### config.mk
export PLATFORM = sky130hd
export DESIGN_NAME = int_cmp_find_unit
export DESIGN_NICKNAME = d
export VERILOG_FILES = /design/src/rtl/int_cmp_find_unit.sv
export SDC_FILE = /design/constraint.sdc
export NUM_CORES = 1
export LEC_CHECK = 0
export ABC_AREA = 1
export BUFFER_PORTS_ARGS = -buffer_cell sky130_fd_sc_hd__buf_2
export CORE_ASPECT_RATIO = 0.6
export CORE_MARGIN = 1
export CORE_UTILIZATION = 58
export CTS_CLUSTER_SIZE = 10
export DETAILED_ROUTE_END_ITERATION = 10
export GPL_TIMING_DRIVEN = 0
export PLACE_DENSITY = 0.95
export SKIP_CTS_REPAIR_TIMING = 1
export SYNTH_ARGS = -nofsm -noshare
export SYNTH_HDL_FRONTEND = slang
export SYNTH_SLANG_ARGS = --single-unit
### constraint.sdc
create_clock -name clk -period 0.95 [get_ports clk]
set_input_delay 0 -clock clk [delete_from_list [all_inputs] [get_ports clk]]
set_output_delay 0 -clock clk [all_outputs]
set_load 0.05 [all_outputs]
### src/rtl/int_cmp_find_unit.sv
module int_cmp_find_unit #(
  parameter int WIDTH   = 32,
  parameter bit REG_OUT = 1'b1
) (
  input  logic             clk,
  input  logic             rst_n,
  input  logic [2:0]       op_sel,
  input  logic [WIDTH-1:0] opnd_a,
  input  logic [WIDTH-1:0] opnd_b,
  input  logic             carry_in,
  output logic [WIDTH-1:0] result
);
  localparam int NBYTES = WIDTH / 8;
  localparam int CNT_W  = $clog2(WIDTH + 1);
  localparam int IDX_W  = $clog2(NBYTES + 1);

  localparam logic [2:0] OP_SCMP  = 3'd0;
  localparam logic [2:0] OP_UCMP  = 3'd1;
  localparam logic [2:0] OP_FIND  = 3'd2;
  localparam logic [2:0] OP_CLZ   = 3'd3;
  localparam logic [2:0] OP_CARRY = 3'd4;

  logic [WIDTH-1:0] diff, scmp_val, ucmp_val, res_next;
  logic             sign_mix, carry_out, lz_done;
  logic [IDX_W-1:0] find_idx;
  logic [CNT_W-1:0] lz_cnt;

  assign diff     = opnd_b - opnd_a;
  assign sign_mix = opnd_a[WIDTH-1] ^ opnd_b[WIDTH-1];
  assign scmp_val = {sign_mix ? opnd_b[WIDTH-1] : diff[WIDTH-1], diff[WIDTH-2:0]};
  assign ucmp_val = {sign_mix ? opnd_a[WIDTH-1] : diff[WIDTH-1], diff[WIDTH-2:0]};

  // carry out of a+b+cin is set exactly when ~a < b+cin
  assign carry_out = {1'b0, ~opnd_a} < ({1'b0, opnd_b} + {{WIDTH{1'b0}}, carry_in});

  always_comb begin
    find_idx = '0;
    for (int k = NBYTES - 1; k >= 0; k--) begin
      if (find_idx == '0 && opnd_a[k*8 +: 8] == opnd_b[k*8 +: 8])
        find_idx = IDX_W'(NBYTES - k);
    end
  end

  always_comb begin
    lz_cnt  = CNT_W'(WIDTH);
    lz_done = 1'b0;
    for (int k = WIDTH - 1; k >= 0; k--) begin
      if (!lz_done && opnd_a[k]) begin
        lz_cnt  = CNT_W'(WIDTH - 1 - k);
        lz_done = 1'b1;
      end
    end
  end

  always_comb begin
    case (op_sel)
      OP_SCMP:  res_next = scmp_val;
      OP_UCMP:  res_next = ucmp_val;
      OP_FIND:  res_next = {{(WIDTH-IDX_W){1'b0}}, find_idx};
      OP_CLZ:   res_next = {{(WIDTH-CNT_W){1'b0}}, lz_cnt};
      OP_CARRY: res_next = {{(WIDTH-1){1'b0}}, carry_out};
      default:  res_next = '0;
    endcase
  end

  generate
    if (REG_OUT) begin : g_reg
      always_ff @(posedge clk or negedge rst_n) begin
        if (!rst_n) result <= '0;
        else        result <= res_next;
      end

      AST_UNUSED_ZERO: assert property (@(posedge clk) disable iff (!rst_n)
        (op_sel > OP_CARRY) |=> (result == '0));
      AST_CMP_LOW: assert property (@(posedge clk) disable iff (!rst_n)
        (op_sel == OP_SCMP || op_sel == OP_UCMP) |=>
        (result[WIDTH-2:0] == $past(opnd_b[WIDTH-2:0] - opnd_a[WIDTH-2:0])));
      AST_SCMP_EQUAL: assert property (@(posedge clk) disable iff (!rst_n)
        (op_sel == OP_SCMP && opnd_a == opnd_b) |=> (result == '0));
      AST_FIND_RANGE: assert property (@(posedge clk) disable iff (!rst_n)
        (op_sel == OP_FIND) |=> (result <= WIDTH'(NBYTES)));
      AST_FIND_FIRST: assert property (@(posedge clk) disable iff (!rst_n)
        (op_sel == OP_FIND && opnd_a == opnd_b) |=> (result == WIDTH'(1)));
      AST_CLZ_ZERO: assert property (@(posedge clk) disable iff (!rst_n)
        (op_sel == OP_CLZ && opnd_a == '0) |=> (result == WIDTH'(WIDTH)));
      AST_CLZ_TOP: assert property (@(posedge clk) disable iff (!rst_n)
        (op_sel == OP_CLZ && opnd_a[WIDTH-1]) |=> (result == '0));
      AST_CARRY_NARROW: assert property (@(posedge clk) disable iff (!rst_n)
        (op_sel == OP_CARRY) |=> (result[WIDTH-1:1] == '0));
    end else begin : g_comb
      assign result = res_next;
    end
  endgenerate
endmodule

==> results.md <==
* Initial DRC Count at 1,008
* Crit path max-delay family: simple AND/OR/NAND/NOR gates
* Setup crit start kind: input port
* GRT overflow at 0
* Met1 usage at 0.495
* Max-cap violations at 0
* Leak pwr at 2.95 nW
* Port bufs at 101
* Ratio of total power to cell area at 1080 nW/um^2
* Drt drc at 0
* Regs by FF count: result (32)
* Max Buffers Root-to-Sink at 2
* EDFF count, synth at 0
* Most frequent cells after synthesis: nand2_1, a21oi_1, inv_1, ha_1, nor2_1
* RSZ-0062 raised after global routing: yes
* Data required, critical path at between 1 and 1.5 ns
* Worst Path Class, Setup: input port to flip-flop
* Outcome: finished with violations
* Top-area cell type share of the netlist area at 0.183
* Critical-path top delay cell: ha_1
* WL/cell at between 15 and 20 um
* Buffers & Inverters on Critical Path at 2
* GR Util All Layers at 0.344
* Synth Flop Type: dfrtp_1
* Placed Area at a little over 5000 sq um
* FP Rows at 24
* Ant diodes at 0
* VDD IR-drop max at approximately 0.85 mV
* CP max stage delay at 0.32 ns
* Register area at between 800 and 900 sq um
* Post-route setup TNS at -38.50 ns
* Synth warn at 0
* Die Y at 69.2 um
* # nets final at 909
* Relative slew slack at 0.482
* Design area at 6000 sq um
* Avg Inst Size Synth at 6.92 sq um
* Root buf cell: clkbuf_16
* Die area at 7890 sq um
* Async set-reset flop share out of synthesis at 1.00
* Worst EP arrival at a little under 4 ns
* CP most frequent cell: nor2_4
* Via Count at 5,854
* CTS sink count at 32
* Fmax at 264 MHz
* Initial antenna violation count at 0
* Yosys reg bits at 32
* Die width at about 110 um
* Finish-stage setup viols at 32
* Syn_nets at 768
* Busiest grt layer: met2
* Cell Area, Synth at 4370 sq um
* Crit. End Element: flip-flop
* Met3 GRT Util at 0.101
* CTS HTree Levels at 2
* Footprint of the multi-input gates at 3760 sq um
* Largest net degree at the start of global routing at 33
* Final min period at 3.78 ns
* Post-Syn Instances at 631
* Cts bufs inserted at 5
* HP Class: input port to flip-flop
* Area grow syn2layout at 37.3%
* Initial Util at 0.601
* Tcrit/Tclk final at 3.98
* HPWL Detailed at approximately 11 mm
* Largest register by flop count: result
* First-pass detailed-route iteration total at 8
* Final core occ at 0.825
* Max-slew violations at 0
* Fillers at 426
* Core Footprint at 7270 sq um
* Vias per inst at 6.68
* Most frequent cell after synthesis: nand2_1
* CTS tree: built
* Antenna Violating Nets Remaining at 0
* Cell variety after synth at 47
* Top-Level Pins at 102
* Synth top area cells: dfrtp_1, ha_1, nand2_1
* Max FFs per register at 32
* Area leader, netlist: dfrtp_1
* WL final at 17.3 mm
* CP Max Fanout at 3
* Final Hold Viols at 0
* Clock-pin slew on the worst setup and hold paths at 0.05 ns
* Worst slew pin tran at 0.777 ns
* Share of post-route cells with drive strength above 1 at 0.326
* First-pass GRT wire length at 21.6 mm
* Placer Congestion at 0.927
* Number of global-route vias before repair at 4,663
* GRT met2 Usage at 0.513
* Failing checks: setup timing
* Sequential area share after synthesis at 0.183
* Worst setup margin at -2.83 ns
[per-layer routing]
metal	routed length, um	vias to the layer above	part of all wire
met5	0	-	0
met3	2700	196	0.16
met4	1230	0	0.071
met1	6340	2547	0.37
li1	-	2497	-
met2	7010	614	0.41
[cells in the final DEF (no fill, tap or decap), types with 15 or more instances in the layout]
cell type / Yosys / routed
o21ai_1: 3 / 19
inv_1: 76 / 67
ha_1: 64 / 58
nand4_1: 26 / 26
nand2_2: 1 / 15
o21ai_0: 46 / 18
dfrtp_1: 32 / 32
buf_2: 0 / 93
nor2_1: 63 / 50
nand3_1: 21 / 17
xor2_1: 16 / 16
buf_4: 0 / 31
nand2_1: 111 / 97
a21oi_1: 78 / 62
[logic make-up (layout without fill, tap and decap cells)]
kind of cell    Yosys count  after routing  share of synthesized area
mux                       1              1                    0.00229
simple gates            259            259                      0.282
buf+inv                  80            222                     0.0687
flops                    32             32                      0.183
compound gates          167            167                      0.216
fa+ha+maj                67             67                      0.197
xor+xnor                 25             25                     0.0501
[through the flow]
| step | std cells | total power [W] | hold slack (ns) | setup WS, ns |
|---|---|---|---|---|
| after floorplan | 631 | 0.00314 | -0.296 | -2.27 |
| after global placement | 836 | 0.00381 | 0.0733 | -3.18 |
| after detailed placement | 836 | 0.00389 | 0.0925 | -3.24 |
| after CTS | 844 | 0.00575 | -0.198 | -2.95 |
| after global routing | 877 | 0.00669 | 0.0879 | -3.05 |
| final | 877 | 0.00651 | 0.0512 | -2.83 |
[path summary, 6_finish.rpt]
path                           start              endpoint  slack, ns  cells past startpoint
max                        opnd_b[0]   result[0]$_DFF_PN0_      -2.83                     27
min in group asynchronous      rst_n  result[22]$_DFF_PN0_       0.32                      2
max in group asynchronous      rst_n  result[28]$_DFF_PN0_       0.13                      2
min                        op_sel[0]  result[31]$_DFF_PN0_       0.05                      3
[area by class of cell]
class                      instances  area share
inverter                          78      0.0515
sequential                        32       0.134
tap                              104      0.0217
timing repair buffer             134       0.138
clock buffer                       5      0.0209
clock inverter                     3     0.00709
buffer                             2     0.00125
multi-input combinational        519       0.626
[power by group]
group          leakage, nW  total (W)  switching [W]  internal, W
Combinational         2.44    0.00310        0.00208      0.00103
Sequential           0.428    0.00149      0.0000258      0.00146
Clock               0.0798    0.00192       0.000684      0.00123
No activity file was read; power rests on OpenSTA's default activity.
